File: config.mk
export PLATFORM = sky130hd
export DESIGN_NAME = dll_relock_seq
export DESIGN_NICKNAME = d
export VERILOG_FILES = /design/src/rtl/dll_relock_pkg.sv /design/src/rtl/dll_relock_ctrl.sv /design/src/rtl/dll_relock_dp.sv /design/src/rtl/dll_relock_seq.sv
export SDC_FILE = /design/constraint.sdc
export NUM_CORES = 1
export LEC_CHECK = 0
export ABC_AREA = 0
export BUFFER_PORTS_ARGS = -buffer_cell sky130_fd_sc_hd__buf_4
export CAP_MARGIN = 20
export CORE_MARGIN = 2
export CORE_UTILIZATION = 50
export CTS_BUF_LIST = sky130_fd_sc_hd__clkbuf_4 sky130_fd_sc_hd__clkbuf_8 sky130_fd_sc_hd__clkbuf_16
export CTS_CLUSTER_SIZE = 24
export DETAILED_ROUTE_END_ITERATION = 7
export GPL_TIMING_DRIVEN = 0
export PLACE_DENSITY = 0.83
export SLEW_MARGIN = 20
export SYNTH_ARGS = -nofsm -noshare
export SYNTH_HDL_FRONTEND = slang
export SYNTH_SLANG_ARGS = --single-unit
File: constraint.sdc
create_clock -name clk -period 7.3 [get_ports clk]
set_clock_uncertainty 0.15 [all_clocks]
set_input_delay 0.365 -clock clk [delete_from_list [all_inputs] [get_ports clk]]
set_output_delay 0.365 -clock clk [all_outputs]
set_load 0.05 [all_outputs]
File: src/rtl/dll_relock_pkg.sv
package dll_relock_pkg;

  typedef enum logic [1:0] {
    CMD_NOP = 2'd0,
    CMD_SRE = 2'd1,
    CMD_SRX = 2'd2,
    CMD_MRS = 2'd3
  } cmd_e;

  typedef enum logic [2:0] {
    WS_CKSRE,
    WS_SREXIT,
    WS_XS,
    WS_MRD,
    WS_FINAL
  } wait_sel_e;

  typedef enum logic [1:0] {
    MS_NONE,
    MS_DLLON,
    MS_DLLRST,
    MS_UPDATE
  } mrs_kind_e;

  typedef struct packed {
    logic      load;
    wait_sel_e waitSel;
    cmd_e      cmd;
    mrs_kind_e mrsKind;
  } ctrl_strobe_t;

endpackage

File: src/rtl/dll_relock_ctrl.sv
module dll_relock_ctrl
  import dll_relock_pkg::*;
(
  input  logic         clk,
  input  logic         rst,
  input  logic         start,
  input  logic         freqStable,
  input  logic         cntLast,
  output ctrl_strobe_t strobe,
  output logic         cke,
  output logic         done
);

  typedef enum logic [3:0] {
    ST_IDLE, ST_SRE, ST_W_SRE, ST_FREQ, ST_W_SRX, ST_SRX, ST_W_XS,
    ST_MR1, ST_W_M1, ST_MR0, ST_W_M0, ST_UPD, ST_W_FIN, ST_DONE
  } state_e;

  state_e state, stateNext;

  always_ff @(posedge clk) begin
    if (rst) state <= ST_IDLE;
    else     state <= stateNext;
  end

  always_comb begin
    stateNext      = state;
    strobe.load    = 1'b0;
    strobe.waitSel = WS_CKSRE;
    strobe.cmd     = CMD_NOP;
    strobe.mrsKind = MS_NONE;
    done           = 1'b0;
    unique case (state)
      ST_IDLE:  if (start) stateNext = ST_SRE;
      ST_SRE: begin
        strobe.cmd     = CMD_SRE;
        strobe.load    = 1'b1;
        strobe.waitSel = WS_CKSRE;
        stateNext      = ST_W_SRE;
      end
      ST_W_SRE: if (cntLast) stateNext = ST_FREQ;
      ST_FREQ: begin
        if (freqStable) begin
          strobe.load    = 1'b1;
          strobe.waitSel = WS_SREXIT;
          stateNext      = ST_W_SRX;
        end
      end
      ST_W_SRX: if (cntLast) stateNext = ST_SRX;
      ST_SRX: begin
        strobe.cmd     = CMD_SRX;
        strobe.load    = 1'b1;
        strobe.waitSel = WS_XS;
        stateNext      = ST_W_XS;
      end
      ST_W_XS:  if (cntLast) stateNext = ST_MR1;
      ST_MR1: begin
        strobe.cmd     = CMD_MRS;
        strobe.mrsKind = MS_DLLON;
        strobe.load    = 1'b1;
        strobe.waitSel = WS_MRD;
        stateNext      = ST_W_M1;
      end
      ST_W_M1:  if (cntLast) stateNext = ST_MR0;
      ST_MR0: begin
        strobe.cmd     = CMD_MRS;
        strobe.mrsKind = MS_DLLRST;
        strobe.load    = 1'b1;
        strobe.waitSel = WS_MRD;
        stateNext      = ST_W_M0;
      end
      ST_W_M0:  if (cntLast) stateNext = ST_UPD;
      ST_UPD: begin
        strobe.cmd     = CMD_MRS;
        strobe.mrsKind = MS_UPDATE;
        strobe.load    = 1'b1;
        strobe.waitSel = WS_FINAL;
        stateNext      = ST_W_FIN;
      end
      ST_W_FIN: if (cntLast) stateNext = ST_DONE;
      ST_DONE: begin
        done      = 1'b1;
        stateNext = ST_IDLE;
      end
      default:  stateNext = ST_IDLE;
    endcase
  end

  // Device clock enable is dropped for the whole self-refresh residency.
  assign cke = !(state inside {ST_SRE, ST_W_SRE, ST_FREQ, ST_W_SRX});

endmodule

File: src/rtl/dll_relock_dp.sv
module dll_relock_dp
  import dll_relock_pkg::*;
#(
  parameter int WAIT_W      = 16,
  parameter int MR_W        = 14,
  parameter int SEL_W       = 3,
  parameter int DLL_OFF_BIT = 0,
  parameter int DLL_RST_BIT = 8
) (
  input  logic              clk,
  input  logic              rst,
  input  ctrl_strobe_t      strobe,
  input  logic [WAIT_W-1:0] waitCkSre,
  input  logic [WAIT_W-1:0] waitCkEsr,
  input  logic [WAIT_W-1:0] waitCkSrx,
  input  logic [WAIT_W-1:0] waitXs,
  input  logic [WAIT_W-1:0] waitMrd,
  input  logic [WAIT_W-1:0] waitMod,
  input  logic [WAIT_W-1:0] waitDllk,
  input  logic [MR_W-1:0]   mr1Value,
  input  logic [MR_W-1:0]   mr0Value,
  input  logic [SEL_W-1:0]  updSel,
  input  logic [MR_W-1:0]   updValue,
  output logic              cntLast,
  output logic [1:0]        cmdOut,
  output logic [SEL_W-1:0]  mrSel,
  output logic [MR_W-1:0]   mrData
);

  localparam logic [WAIT_W-1:0] MIN_GAP = WAIT_W'(2);
  localparam logic [MR_W-1:0]   OFF_MASK = MR_W'(1) << DLL_OFF_BIT;
  localparam logic [MR_W-1:0]   RST_MASK = MR_W'(1) << DLL_RST_BIT;

  logic [WAIT_W-1:0] cnt;
  logic [WAIT_W-1:0] loadVal;
  logic [WAIT_W-1:0] exitWait;
  logic [WAIT_W-1:0] mrdGap;
  logic [WAIT_W-1:0] dllkRem;
  logic [WAIT_W-1:0] finalWait;

  // Exit wait covers both the stable-clock time and the residency floor.
  assign exitWait  = (waitCkSrx > waitCkEsr) ? waitCkSrx : waitCkEsr;
  // Lock time still owed once the last MRS has gone out.
  assign mrdGap    = (waitMrd < MIN_GAP) ? MIN_GAP : waitMrd;
  assign dllkRem   = (waitDllk > mrdGap) ? (waitDllk - mrdGap) : '0;
  assign finalWait = (waitMod > dllkRem) ? waitMod : dllkRem;

  always_comb begin
    unique case (strobe.waitSel)
      WS_CKSRE:  loadVal = waitCkSre;
      WS_SREXIT: loadVal = exitWait;
      WS_XS:     loadVal = waitXs;
      WS_MRD:    loadVal = waitMrd;
      WS_FINAL:  loadVal = finalWait;
      default:   loadVal = '0;
    endcase
  end

  always_ff @(posedge clk) begin
    if (rst)                 cnt <= '0;
    else if (strobe.load)    cnt <= (loadVal == '0) ? '0 : loadVal - WAIT_W'(1);
    else if (cnt != '0)      cnt <= cnt - WAIT_W'(1);
  end

  assign cntLast = (cnt <= WAIT_W'(1));

  always_comb begin
    cmdOut = strobe.cmd;
    mrSel  = '0;
    mrData = '0;
    unique case (strobe.mrsKind)
      MS_DLLON: begin
        mrSel  = SEL_W'(1);
        mrData = mr1Value & ~OFF_MASK;
      end
      MS_DLLRST: begin
        mrSel  = SEL_W'(0);
        mrData = mr0Value | RST_MASK;
      end
      MS_UPDATE: begin
        mrSel  = updSel;
        mrData = updValue;
      end
      default: ;
    endcase
  end

endmodule

File: src/rtl/dll_relock_seq.sv
module dll_relock_seq
  import dll_relock_pkg::*;
#(
  parameter int WAIT_W      = 16,
  parameter int MR_W        = 14,
  parameter int SEL_W       = 3,
  parameter int DLL_OFF_BIT = 0,
  parameter int DLL_RST_BIT = 8
) (
  input  logic              clk,
  input  logic              rst,
  input  logic              start,
  input  logic              freqStable,
  input  logic [WAIT_W-1:0] waitCkSre,
  input  logic [WAIT_W-1:0] waitCkEsr,
  input  logic [WAIT_W-1:0] waitCkSrx,
  input  logic [WAIT_W-1:0] waitXs,
  input  logic [WAIT_W-1:0] waitMrd,
  input  logic [WAIT_W-1:0] waitMod,
  input  logic [WAIT_W-1:0] waitDllk,
  input  logic [MR_W-1:0]   mr1Value,
  input  logic [MR_W-1:0]   mr0Value,
  input  logic [SEL_W-1:0]  updSel,
  input  logic [MR_W-1:0]   updValue,
  output logic [1:0]        cmd,
  output logic [SEL_W-1:0]  mrSel,
  output logic [MR_W-1:0]   mrData,
  output logic              cke,
  output logic              odt,
  output logic              done
);

  ctrl_strobe_t strobe;
  logic         cntLast;

  dll_relock_ctrl u_ctrl (
    .clk(clk), .rst(rst), .start(start), .freqStable(freqStable),
    .cntLast(cntLast), .strobe(strobe), .cke(cke), .done(done)
  );

  dll_relock_dp #(
    .WAIT_W(WAIT_W), .MR_W(MR_W), .SEL_W(SEL_W),
    .DLL_OFF_BIT(DLL_OFF_BIT), .DLL_RST_BIT(DLL_RST_BIT)
  ) u_dp (
    .clk(clk), .rst(rst), .strobe(strobe),
    .waitCkSre(waitCkSre), .waitCkEsr(waitCkEsr), .waitCkSrx(waitCkSrx),
    .waitXs(waitXs), .waitMrd(waitMrd), .waitMod(waitMod), .waitDllk(waitDllk),
    .mr1Value(mr1Value), .mr0Value(mr0Value), .updSel(updSel), .updValue(updValue),
    .cntLast(cntLast), .cmdOut(cmd), .mrSel(mrSel), .mrData(mrData)
  );

  // Termination stays off: it is not allowed while the DLL is disabled.
  assign odt = 1'b0;

endmodule

== Yosys cells after proc, flatten, opt, wreduce, memory -nomap -nowiden ==
Index checks and enable logic that the tools add are counted.
W data, S select, Z words.

* Add/sub/neg operators: 3
* Order comparisons: 5
* Equal/unequal tests: 28
* Mux-type cells: 24
* Reduce and logical (&&, ||, !) cells: 10

{| class="wikitable"
|+ Operator list
! cell !! count
|-
| $mux W16 || 7
|-
| $pmux W16 S5 || 1
|-
| $pmux W4 S13 || 1
|-
| $gt A16 B16 Y1 || 3
|-
| $pmux W14 S3 || 1
|-
| $mux W4 || 9
|-
| $sub A16 B1 Y16 const B || 2
|-
| $eq A4 B4 Y1 const B || 6
|-
| $pmux W4 S5 || 1
|-
| $eq A4 B3 Y1 const B || 4
|-
| $le A16 B1 Y1 const B || 1
|-
| $logic_not A16 Y1 || 1
|-
| $lt A16 B2 Y1 const B || 1
|-
| $ne A2 B2 Y1 const B || 8
|-
| $reduce_bool A16 Y1 || 1
|-
| $sub A16 B16 Y16 || 1
|-
| $pmux W2 S3 || 2
|-
| $eq A4 B2 Y1 const B || 2
|-
| $reduce_and A8 Y1 || 1
|-
| $eq A3 B2 Y1 const B || 2
|-
| $pmux W3 S2 || 1
|-
| $eq A2 B2 Y1 const B || 2
|-
| $eq A4 B1 Y1 const B || 1
|-
| $logic_not A4 Y1 || 1
|-
| 10 further kinds || 10
|}

* Register bits: 20
* Output and inout port bits: 22
* Word-level logic and storage cells: 72

== Logic depth before layout (Yosys ltp) ==
Gate-level depths: netlist of the first run.

* Depth in word-level cells: 10
* Gate-level depth with buffers: 30
* Mapped depth without buffers: 28

== Hierarchy ==
From an unflattened synthesis of the first run, not the netlist that was laid out.

* Cell total of the unflattened synthesis: 640
* Area, all modules: 4724.5 um^2

{| class="wikitable"
|+ Modules (own cells, without submodules)
! module !! instances !! cells an instance !! area each (um^2) !! seq. area each (um^2)
|-
| dll_relock_dp || 1 || 587 || 4352.9 || 320.3
|-
| dll_relock_ctrl || 1 || 51 || 360.3 || 80.1
|-
| dll_relock_seq || 1 || 2 || 11.3 || 0.0
|}

== Least setup slack after synthesis of the first run ==
OpenSTA, ideal clock, no wires.

* Path kind: input to register
* Start point: in waitMrd[13]
* End point: reg u_dp.cnt[10]
* Library setup time: 0.139 ns
* Arrival time: 5.643 ns
* Path slack: 1.368 ns
* Cell stages on the path: 29
* Cells stage by stage: nor4_1 > nand4_1 > nand2b_1 > inv_1 > ha_1 > nand2b_1 > a21o_1 > a31o_2 > o311ai_0 > a21o_1 > a21oi_1 > xnor2_1 > nand2_1 > ha_1 > nand4_2 > or4_1 > clkbuf_2 > a31o_2 > buf_6 > mux2i_1 > o221ai_1 > inv_1 > ha_1 > inv_1 > nor3_1 > nand2_1 > nor3_1 > xor2_1 > o22ai_2

* Cells in the longest elaborated chain, start to end: 10
* Elaborated cells on any way between the ends: 12
* Those cells by class: add/sub: 2; order compare: 3; mux: 6; reduce/logical: 1

{| class="wikitable"
|+ RTL lines
! item !! line !! text
|-
| from (decl) || dll_relock_seq.sv:18 || <nowiki>input logic [WAIT_W-1:0] waitMrd,</nowiki>
|-
| $lt A16 B2 Y1 || dll_relock_dp.sv:44 || <nowiki>assign mrdGap = (waitMrd < MIN_GAP) ? MIN_GAP : waitMrd;</nowiki>
|-
| $mux W16 || dll_relock_dp.sv:44 ||
|-
| $sub A16 B16 Y16 / $gt A16 B16 Y1 (equally long branches) || dll_relock_dp.sv:45 || <nowiki>assign dllkRem = (waitDllk > mrdGap) ? (waitDllk - mrdGap) : '0;</nowiki>
|-
| $mux W16 || dll_relock_dp.sv:45 ||
|-
| $gt A16 B16 Y1 || dll_relock_dp.sv:46 || <nowiki>assign finalWait = (waitMod > dllkRem) ? waitMod : dllkRem;</nowiki>
|-
| $mux W16 || dll_relock_dp.sv:46 ||
|-
| $pmux W16 S5 * || dll_relock_dp.sv:49 || <nowiki>unique case (strobe.waitSel)</nowiki>
|-
| $sub A16 B1 Y16 / $logic_not A16 Y1 (equally long branches) || dll_relock_dp.sv:61 || <nowiki>else if (strobe.load) cnt <= (loadVal == '0) ? '0 : loadVal - WAIT_W'(1);</nowiki>
|-
| $mux W16 * (2 in series) || dll_relock_dp.sv:61 ||
|-
| to (signal assigned) || dll_relock_dp.sv:61 ||
|-
| to (signal assigned) || dll_relock_dp.sv:62 || <nowiki>else if (cnt != '0) cnt <= cnt - WAIT_W'(1);</nowiki>
|-
| to (decl) || dll_relock_dp.sv:34 || <nowiki>logic [WAIT_W-1:0] cnt;</nowiki>
|}

Every way passes the cells marked *; elsewhere a longest branch is shown, timed or not.
A chain may end at the register's enable or synchronous reset.

== Final worst setup path of the first run ==
* Start point: in waitMrd[15]
* End point: reg u_dp.cnt[13]

The elaborated chain is that of the path after synthesis.

==> flow_summary.ini, run 1 <==
[status]
outcome = finished with violations
violations = DRC

[clocking]
cts_sinks = 20
clk_pin_slew_worst_paths_ns = 0.08
worstSkewPairLatency_ns = 0.27
cts_buffer_depth = 2
cts_tree = built
cts_hold_buf = 0
cts_buffers = 3
postCtsSetupBuffers = 0
cts_max_level = 1
cts-root-buf = clkbuf_8

[sta]
hold_viol_final = 0
relSlewSlack_pct = 36.1
setup_violations = 0
final_max_slew_viol_count = 0
period_minus_slack_ns = 6.88
rsz0062_at_grt = no
fmax_mhz = 145
finalCritPeriodShare_pct = 94.3
worst_pin_slew_ns = 0.944
finalSetupTns_ns = 0

[die]
core_sq_um = 8680
die-area_sq_um = 9710
die_w_um = 98.5
die_y_um = 98.5
io_pins = 183
start_util_pct = 51.5
std_cell_rows = 34

[grt]
grt_pass1_vias = 5507
grt_pass1_wl_um = 26500
antenna_found_initial = 0
grt_start_max_net_pins = 13
groute.usage.overall_pct = 33.3
grt-ovfl-total = 0

[worst_setup_path]
worstPathArrival_ns = 6.87
crit_end = u_dp.cnt[13]
cp-end-kind = register
critical_path.max_stage_delay_ns = 0.56
cp.required_ns = 7.29
path_class = in -> reg
reg2reg_to = u_dp.cnt[13]
startpoint = waitMrd[15]
crit_family = simple AND/OR/NAND/NOR gates
r2r_cells = 14
critPathBufInv = 5
r2r-start = u_ctrl.state[3]
cp_max_fo = 10
cp_slowest_cell = or4_1
reg2reg_slack_ns = 3.27
crit_cells = 26
crit_path_start_kind = primary input

[power_and_ir_drop]
clock_power_share_pct = 12.8
p_switching_mw = 0.404
power_switching_share_pct = 45.2
ir_drop_v = 0.000138
leakage_nw = 2.81
power_density_nw_per_um2 = 148
combPwrFrac_pct = 66.3
internal_power_mw = 0.490
pwr-share-seq_pct = 20.9

[layout]
num_antenna_cells = 0
postLayoutCoreUtil_pct = 69.6
synthToLayoutAreaGrowth_pct = 35.3
final_net_count = 1016
drive_gt1_share_pct = 27.8

[logic_synthesis]
syn_area_sq_um = 4470
yosysMostFrequentCell = nand2_1
yosys_warnings = 0
synth_common_cells = nand2_1 (76), ha_1 (53), inv_1 (49)
yosysTopAreaCell = ha_1
synth_nets = 833
synth-main-ff-cell = dfxtp_1
ys_ff_latch = 20
synth_top_area_share_pct = 14.8
synth_area_leaders = ha_1 (15%), dfxtp_1 (9.0%), nand2_1 (6.4%)
synth-edff-count = 0
ys_async_sr_fraction_pct = 0
avgSynthCellArea_sq_um = 7.23
syn_inst = 618
synth.distinct_cells = 79
synth_seq_area_share_pct = 8.96

[detailed_routing]
via_per_inst = 6.28
drt-total-wl_um = 16800
wire_per_inst_um = 18.5
drc = 2
ant_nets = 0
firstDrtPassIters = 8
drtIter0Drc = 471
vias = 5704

[place]
place_congestion = 0.946
port_buffers = 178
hpwl_um = 14300

[min_path]
hp-class = in -> reg

[flow_run]
cap_violations = 0
power by group through the flow:
stage	combinational, mW	clock, mW	sequential, mW
CTS	0.581	0.115	0.186
global route	0.647	0.121	0.192
finish	0.593	0.114	0.187
floorplan	0.403	0	0.179
global placement	0.560	0	0.184
detailed placement	0.576	0	0.188
stage by stage:
step                      power, mW  area (sq um)  setup WS, ns  instances  hold slack (ns)
after floorplan               0.582          4470          1.37        618            0.343
after global placement        0.744          5940        0.0460        904            0.365
after detailed placement      0.764          5940        0.0269        904            0.370
after CTS                     0.881          6010         0.293        908            0.296
after global routing          0.961          6040        0.0285        908            0.331
final                         0.894          6040         0.416        908            0.303
per-layer routing:
metal	global-route usage (%)	vias up	wire, um
li1	-	2709	-
met1	41.3	2627	6680
met2	57.8	304	7990
met3	3.55	64	1220
met4	15.7	0	892
met5	0	-	0
placed cells by master, fill, tap and decap left out, types with 6 or more instances in the layout:
| master | n |
|---|---|
| a22oi_1 | 12 |
| nand4_1 | 14 |
| and2_1 | 8 |
| clkbuf_1 | 17 |
| ha_1 | 53 |
| nor2b_1 | 6 |
| mux2i_1 | 6 |
| a31oi_1 | 8 |
| nor3_1 | 19 |
| xor2_1 | 11 |
| nand2b_1 | 9 |
| a222oi_1 | 16 |
| a21oi_1 | 39 |
| dfxtp_1 | 20 |
| nand2_1 | 76 |
| o211ai_1 | 10 |
| inv_1 | 49 |
| a21o_1 | 13 |
| nor4_1 | 11 |
| o22ai_1 | 8 |
| xnor2_1 | 26 |
| buf_4 | 179 |
| o22ai_2 | 7 |
| o21a_1 | 9 |
| o21ai_0 | 14 |
| nor2_1 | 37 |
| nand3_1 | 29 |
logic make-up after synthesis:
family / after synthesis / synth area share [%]
and+or+nand+nor: 236 / 27.8
DFF: 20 / 8.96
muxes: 6 / 1.34
other: 1 / 0.0840
adders and majority gates: 54 / 15.3
xor gates and xnor gates: 37 / 7.25
AOI/OAI and AO/OA: 186 / 31.9
buffers and inverters: 78 / 7.39
registers in the layout, indices dropped and copies added (netlist names):
signal and flops:
u_ctrl.state 4, u_dp.cnt 16
worst min path at each step:
stage / startpoint / endpoint / cells after the start
3_5_place_dp: u_dp.cnt[1] / u_dp.cnt[1] / 2
5_1_grt: rst / u_ctrl.state[3] / 2
6_report: rst / u_ctrl.state[3] / 2
2_1_floorplan: u_dp.cnt[1] / u_dp.cnt[1] / 2
3_3_place_gp: u_dp.cnt[1] / u_dp.cnt[1] / 2
4_1_cts: rst / u_ctrl.state[3] / 2
area by class of cell:
type / instances / area (sq um)
flip-flops and latches: 20 / 400
multi-input cells: 520 / 3770
clock buffers: 3 / 41.3
fillers: 748 / 2640
repair buffers: 178 / 1340
well taps: 108 / 135
inverters: 49 / 184
plain buffers: 29 / 146
clock inverters: 1 / 30.0
worst register-to-register path: stages (launching register included):
cell      delay (ns)
dfxtp_1         0.45
and4b_1         0.22
buf_2           0.16
or2_1           0.23
buf_6           0.13
buf_2           0.18
a222oi_1        0.53
inv_1           0.11
a221oi_1        0.41
o211a_1         0.33
nand4_4         0.15
nor4_4          0.37
or3_4           0.23
buf_8           0.15
o22ai_2         0.09
timing repair:
| item | CTS | global route |
|---|---|---|
| gates resized for setup | 0 | 5 |
| hold endpoints to repair | 0 | 0 |
| endpoints found under the setup margin | 0 | 13 |
Note: power is estimated with default switching activity, not from simulation.
==> run 2: changes to the inputs <==
--- a/config.mk
+++ b/config.mk
@@ -9,12 +9,12 @@
 export BUFFER_PORTS_ARGS = -buffer_cell sky130_fd_sc_hd__buf_4
 export CAP_MARGIN = 20
 export CORE_MARGIN = 2
-export CORE_UTILIZATION = 50
+export CORE_UTILIZATION = 54
 export CTS_BUF_LIST = sky130_fd_sc_hd__clkbuf_4 sky130_fd_sc_hd__clkbuf_8 sky130_fd_sc_hd__clkbuf_16
 export CTS_CLUSTER_SIZE = 24
 export DETAILED_ROUTE_END_ITERATION = 7
 export GPL_TIMING_DRIVEN = 0
-export PLACE_DENSITY = 0.83
+export PLACE_DENSITY = 0.88
 export SLEW_MARGIN = 20
 export SYNTH_ARGS = -nofsm -noshare
 export SYNTH_HDL_FRONTEND = slang
==> constraint.sdc (replaced) <==
create_clock -name clk -period 8.36 [get_ports clk]
set_clock_uncertainty 0.15 [all_clocks]
set_input_delay 0.836 -clock clk [delete_from_list [all_inputs] [get_ports clk]]
set_output_delay 0.836 -clock clk [all_outputs]
set_load 0.05 [all_outputs]
==> flow_summary.ini, run 2 (synthesized netlist as in run 1, its figures left out) <==
[sta]
final_max_slew_viol_count = 0
layout_setup_ws_ns = 0.623
rsz0062_at_grt = no
hold_viol_final = 0
relSlewSlack_pct = 38.3
hold_ws_ns = 0.420
period_minus_slack_ns = 7.74
setup_violations = 0
fmax_mhz = 129
finalSetupTns_ns = 0
finalCritPeriodShare_pct = 92.5
worst_pin_slew_ns = 0.911

[clocking]
clk_pin_slew_worst_paths_ns = 0.08
cts-root-buf = clkbuf_8
postCtsResizedCells = 0
cts_max_level = 1
cts_tree = built
cts_buffers = 3
worstSkewPairLatency_ns = 0.27
cts_hold_buf = 0
cts_buffer_depth = 2
cts_sinks = 20
postCtsSetupBuffers = 0

[grt]
antenna_found_initial = 0
groute.usage.overall_pct = 37.9
grt_pass1_wl_um = 27200
grt_pass1_vias = 5670
grt-ovfl-total = 0
grt_start_max_net_pins = 13

[worst_setup_path]
reg2reg_to = u_dp.cnt[10]
critPathBufInv = 4
worstPathArrival_ns = 7.72
cp_max_fo = 10
cp-end-kind = register
reg2reg_slack_ns = 4.23
path_class = in -> reg
critical_path.max_stage_delay_ns = 0.57
crit_path_start_kind = primary input
cp_slowest_cell = a31oi_2
crit_family = simple AND/OR/NAND/NOR gates
r2r_cells = 16
crit_top_cell = ha_1
cp.required_ns = 8.34
r2r-start = u_ctrl.state[3]

[detailed_routing]
wire_per_inst_um = 19.1
firstDrtPassIters = 8
drtIter0Drc = 368
drt-total-wl_um = 17300
drc = 0
via_per_inst = 6.34
ant_nets = 0
vias = 5738

[place]
port_buffers = 178
hpwl_um = 14500
place_ws_ns = 0.596
placed_cell_area_sq_um = 5930
place_congestion = 0.981

[min_path]
hold_depth = 2
hold-path-endpoint = u_dp.cnt[1]
hp-class = reg -> reg
holdCritStartpoint = u_dp.cnt[1]

[power_and_ir_drop]
ir_drop_v = 0.000101
leakage_nw = 2.81
internal_power_mw = 0.426
combPwrFrac_pct = 66.3
pwr-share-seq_pct = 21.0
p_switching_mw = 0.365
power_density_nw_per_um2 = 132
power_switching_share_pct = 46.1
clock_power_share_pct = 12.7

[layout]
layout_commonest_cell = buf_4
synthToLayoutAreaGrowth_pct = 34.6
mostFrequentLayoutCells = buf_4 (179), nand2_1 (76), ha_1 (53), inv_1 (49), a21oi_1 (39)
final_net_count = 1016
largest_reg_flops = 16
num_antenna_cells = 0
top_regs = u_dp.cnt: 16 flops, u_ctrl.state: 4 flops
top_register = u_dp.cnt
drive_gt1_share_pct = 27.5
final_area_sq_um = 6010
postLayoutCoreUtil_pct = 73.9

[die]
io_pins = 183
core_sq_um = 8130
std_cell_rows = 33
die_y_um = 95.0
start_util_pct = 54.9
die-area_sq_um = 9020
die_w_um = 95.0

[flow_run]
cap_violations = 0

[status]
outcome = completed
run 2: cell counts in the layout (fill, tap and decap cells not counted):
Identical to the previous run, type by type.
run 2: area by class of cell:
class / count / area, sq um
fill: 660 / 2120
clock buffer: 3 / 41.3
clock inverter: 1 / 30.0
tap: 105 / 131
sequential: 20 / 400
inverter: 49 / 184
timing repair buffer: 178 / 1340
multi-input combinational: 520 / 3740
buffer: 29 / 146
run 2: tightest hold or removal path, delay by kind of cell, from the launching register on:
family,cells,cell delay (ns)
AND/OR/NAND/NOR,2,0.17
flip-flops,1,0.36
run 2: routing by layer:
metal | share of wire, % | global-route usage (%) | vias up
li1 | - | - | 2707
met1 | 40 | 44.7 | 2656
met3 | 7.2 | 5.59 | 65
met2 | 48 | 67.7 | 310
met4 | 5.1 | 16.8 | 0
met5 | 0 | 0 | -
run 2: metrics by stage:
step                      instances  power, mW
after floorplan                 618      0.508
after global placement          901      0.647
after detailed placement        901      0.672
after CTS                       905      0.778
after global routing            905      0.839
final                           905      0.791
run 2: power by group through the flow:
stage          clock network, mW  logic, mW  registers (mW)
3_5_place_dp                   0      0.507           0.164
3_3_place_gp                   0      0.487           0.160
5_1_grt                    0.103      0.567           0.169
4_1_cts                    0.100      0.514           0.164
6_report                   0.100      0.525           0.166
2_1_floorplan                  0      0.352           0.156
run 2: worst max path at each step:
stage,endpoint,startpoint,depth (start not counted)
2_1_floorplan,u_dp.cnt[10],waitMrd[13],29
3_3_place_gp,u_dp.cnt[10],waitMrd[15],27
3_5_place_dp,u_dp.cnt[10],waitMrd[13],27
4_1_cts,u_dp.cnt[10],waitMrd[13],27
5_1_grt,u_dp.cnt[10],waitMrd[9],29
6_report,u_dp.cnt[10],waitMrd[13],27
==> run 3: changes to the inputs <==
--- a/config.mk
+++ b/config.mk
@@ -8,7 +8,7 @@
 export ABC_AREA = 0
 export BUFFER_PORTS_ARGS = -buffer_cell sky130_fd_sc_hd__buf_4
 export CAP_MARGIN = 20
-export CORE_MARGIN = 2
+export CORE_MARGIN = 8
 export CORE_UTILIZATION = 54
 export CTS_BUF_LIST = sky130_fd_sc_hd__clkbuf_4 sky130_fd_sc_hd__clkbuf_8 sky130_fd_sc_hd__clkbuf_16
 export CTS_CLUSTER_SIZE = 24
==> flow_summary.ini, run 3 (synthesized netlist as in run 1, its figures left out) <==
[die]
die_w_um = 107
start_util_pct = 54.9
die_y_um = 107
std_cell_rows = 33
die-area_sq_um = 11400
core_sq_um = 8130
io_pins = 183

[clocking]
postCtsResizedCells = 0
worstSkewPairLatency_ns = 0.26
cts_sinks = 20
postCtsSetupBuffers = 0
cts_tree = built
cts_max_level = 1
cts-root-buf = clkbuf_8
cts_buffer_depth = 2
clk_pin_slew_worst_paths_ns = 0.08
cts_hold_buf = 0
cts_buffers = 3

[detailed_routing]
wire_per_inst_um = 20.2
ant_nets = 0
top_layer_used = met4
firstDrtPassIters = 8
drc = 0
met3WireLength_um = 1900
via_per_inst = 6.39
drtIter0Drc = 327
drt-total-wl_um = 18300
vias = 5783
wl_met2_um = 8690
wl_met1_um = 6770

[worst_setup_path]
crit_path_start_kind = primary input
path_class = in -> reg
cp-end-kind = register
cp_max_fo = 10
cp.required_ns = 8.34
worstPathArrival_ns = 7.65

[grt]
grt_pass1_vias = 5960
grt_start_max_net_pins = 13
grt_pass1_wl_um = 29000
grt-ovfl-total = 0
groute.usage.overall_pct = 31.0
antenna_found_initial = 0

[layout]
final_net_count = 1016
top_regs = u_dp.cnt: 16 flops, u_ctrl.state: 4 flops
num_antenna_cells = 0
layout_commonest_cell = buf_4
mostFrequentLayoutCells = buf_4 (179), nand2_1 (76), ha_1 (53), inv_1 (49), a21oi_1 (39)
drive_gt1_share_pct = 27.5
postLayoutCoreUtil_pct = 73.9
synthToLayoutAreaGrowth_pct = 34.6
largest_reg_flops = 16
finalNonFillerCells = 905
fillerInstances = 645
top_register = u_dp.cnt

[power_and_ir_drop]
power_density_nw_per_um2 = 129
ir_drop_v = 0.000112
pwr-share-seq_pct = 21.2
internal_power_mw = 0.426
total_power_mw = 0.777
leakage_nw = 2.81
p_switching_mw = 0.351
combPwrFrac_pct = 66.3
clock_power_share_pct = 12.5
power_switching_share_pct = 45.2

[sta]
rsz0062_at_grt = no
hold_viol_final = 0
worst_pin_slew_ns = 0.934
finalSetupTns_ns = 0
final_max_slew_viol_count = 0
finalCritPeriodShare_pct = 91.8
setup_violations = 0
hold_ws_ns = 0.407
period_minus_slack_ns = 7.68
relSlewSlack_pct = 36.8
fmax_mhz = 130

[place]
hpwl_um = 15600
place_congestion = 0.940
port_buffers = 178
place_inst = 901

[min_path]
hp-class = reg -> reg

[status]
outcome = completed

[flow_run]
cap_violations = 0
-- run 3: cell counts in the layout (fill, tap and decap cells not counted) --
Identical to the previous run, type by type.
-- run 3: area by class of cell --
class / instances / area, sq um / area share [%]
clock buffer: 3 / 41.3 / 0.687
tap: 105 / 131 / 2.19
multi-input combinational: 520 / 3740 / 62.2
timing repair buffer: 178 / 1340 / 22.2
buffer: 29 / 146 / 2.43
clock inverter: 1 / 30.0 / 0.499
sequential: 20 / 400 / 6.66
inverter: 49 / 184 / 3.06
-- run 3: metal layers --
metal | up-vias | GRT usage (%)
li1 | 2715 | -
met1 | 2647 | 33.5
met2 | 351 | 54.0
met3 | 70 | 9.84
met4 | 0 | 14.5
met5 | - | 0
-- run 3: through the flow --
step,area [sq um],setup slack [ns]
6_report,6010,0.684
5_1_grt,6010,0.149
4_1_cts,6010,0.879
3_5_place_dp,5930,0.644
3_3_place_gp,5930,0.775
2_1_floorplan,4470,1.96
-- run 3: worst max-delay path: stages --
cell      delay (ns)
buf_4           0.12
nor4_1          0.39
nand4_1         0.19
and2_1          0.21
ha_1            0.19
fa_1            0.40
nand3b_1        0.24
a21oi_1         0.21
o21bai_1        0.23
a21oi_2         0.39
buf_2           0.30
nand2_1         0.13
ha_1            0.34
nand4_2         0.13
nor4_1          0.48
o21ai_1         0.29
a31oi_2         0.56
mux2i_1         0.24
nand3_1         0.19
inv_1           0.13
ha_1            0.16
inv_1           0.07
nor3_1          0.49
nand2_1         0.21
nor3_1          0.22
xor2_1          0.22
o22ai_2         0.10
-- run 3: power by group through the flow --
| stage | Combinational [mW] | Sequential (mW) | Clock, mW |
|---|---|---|---|
| finish | 0.515 | 0.165 | 0.0971 |
| global route | 0.560 | 0.169 | 0.103 |
| CTS | 0.508 | 0.164 | 0.0985 |
| detailed placement | 0.504 | 0.165 | 0 |
| global placement | 0.484 | 0.160 | 0 |
| floorplan | 0.352 | 0.156 | 0 |
-- run 3: final timing paths --
| check | startpoint | end | cells after the start | slack [ns] |
|---|---|---|---|---|
| worst max-delay path | waitMrd[15] | u_dp.cnt[10] | 27 | 0.68 |
| worst max register to register | u_ctrl.state[3] | u_dp.cnt[2] | 14 | 4.23 |
| worst min register to register | u_dp.cnt[1] | u_dp.cnt[1] | 2 | 0.41 |
| worst min-delay path | u_dp.cnt[1] | u_dp.cnt[1] | 2 | 0.41 |
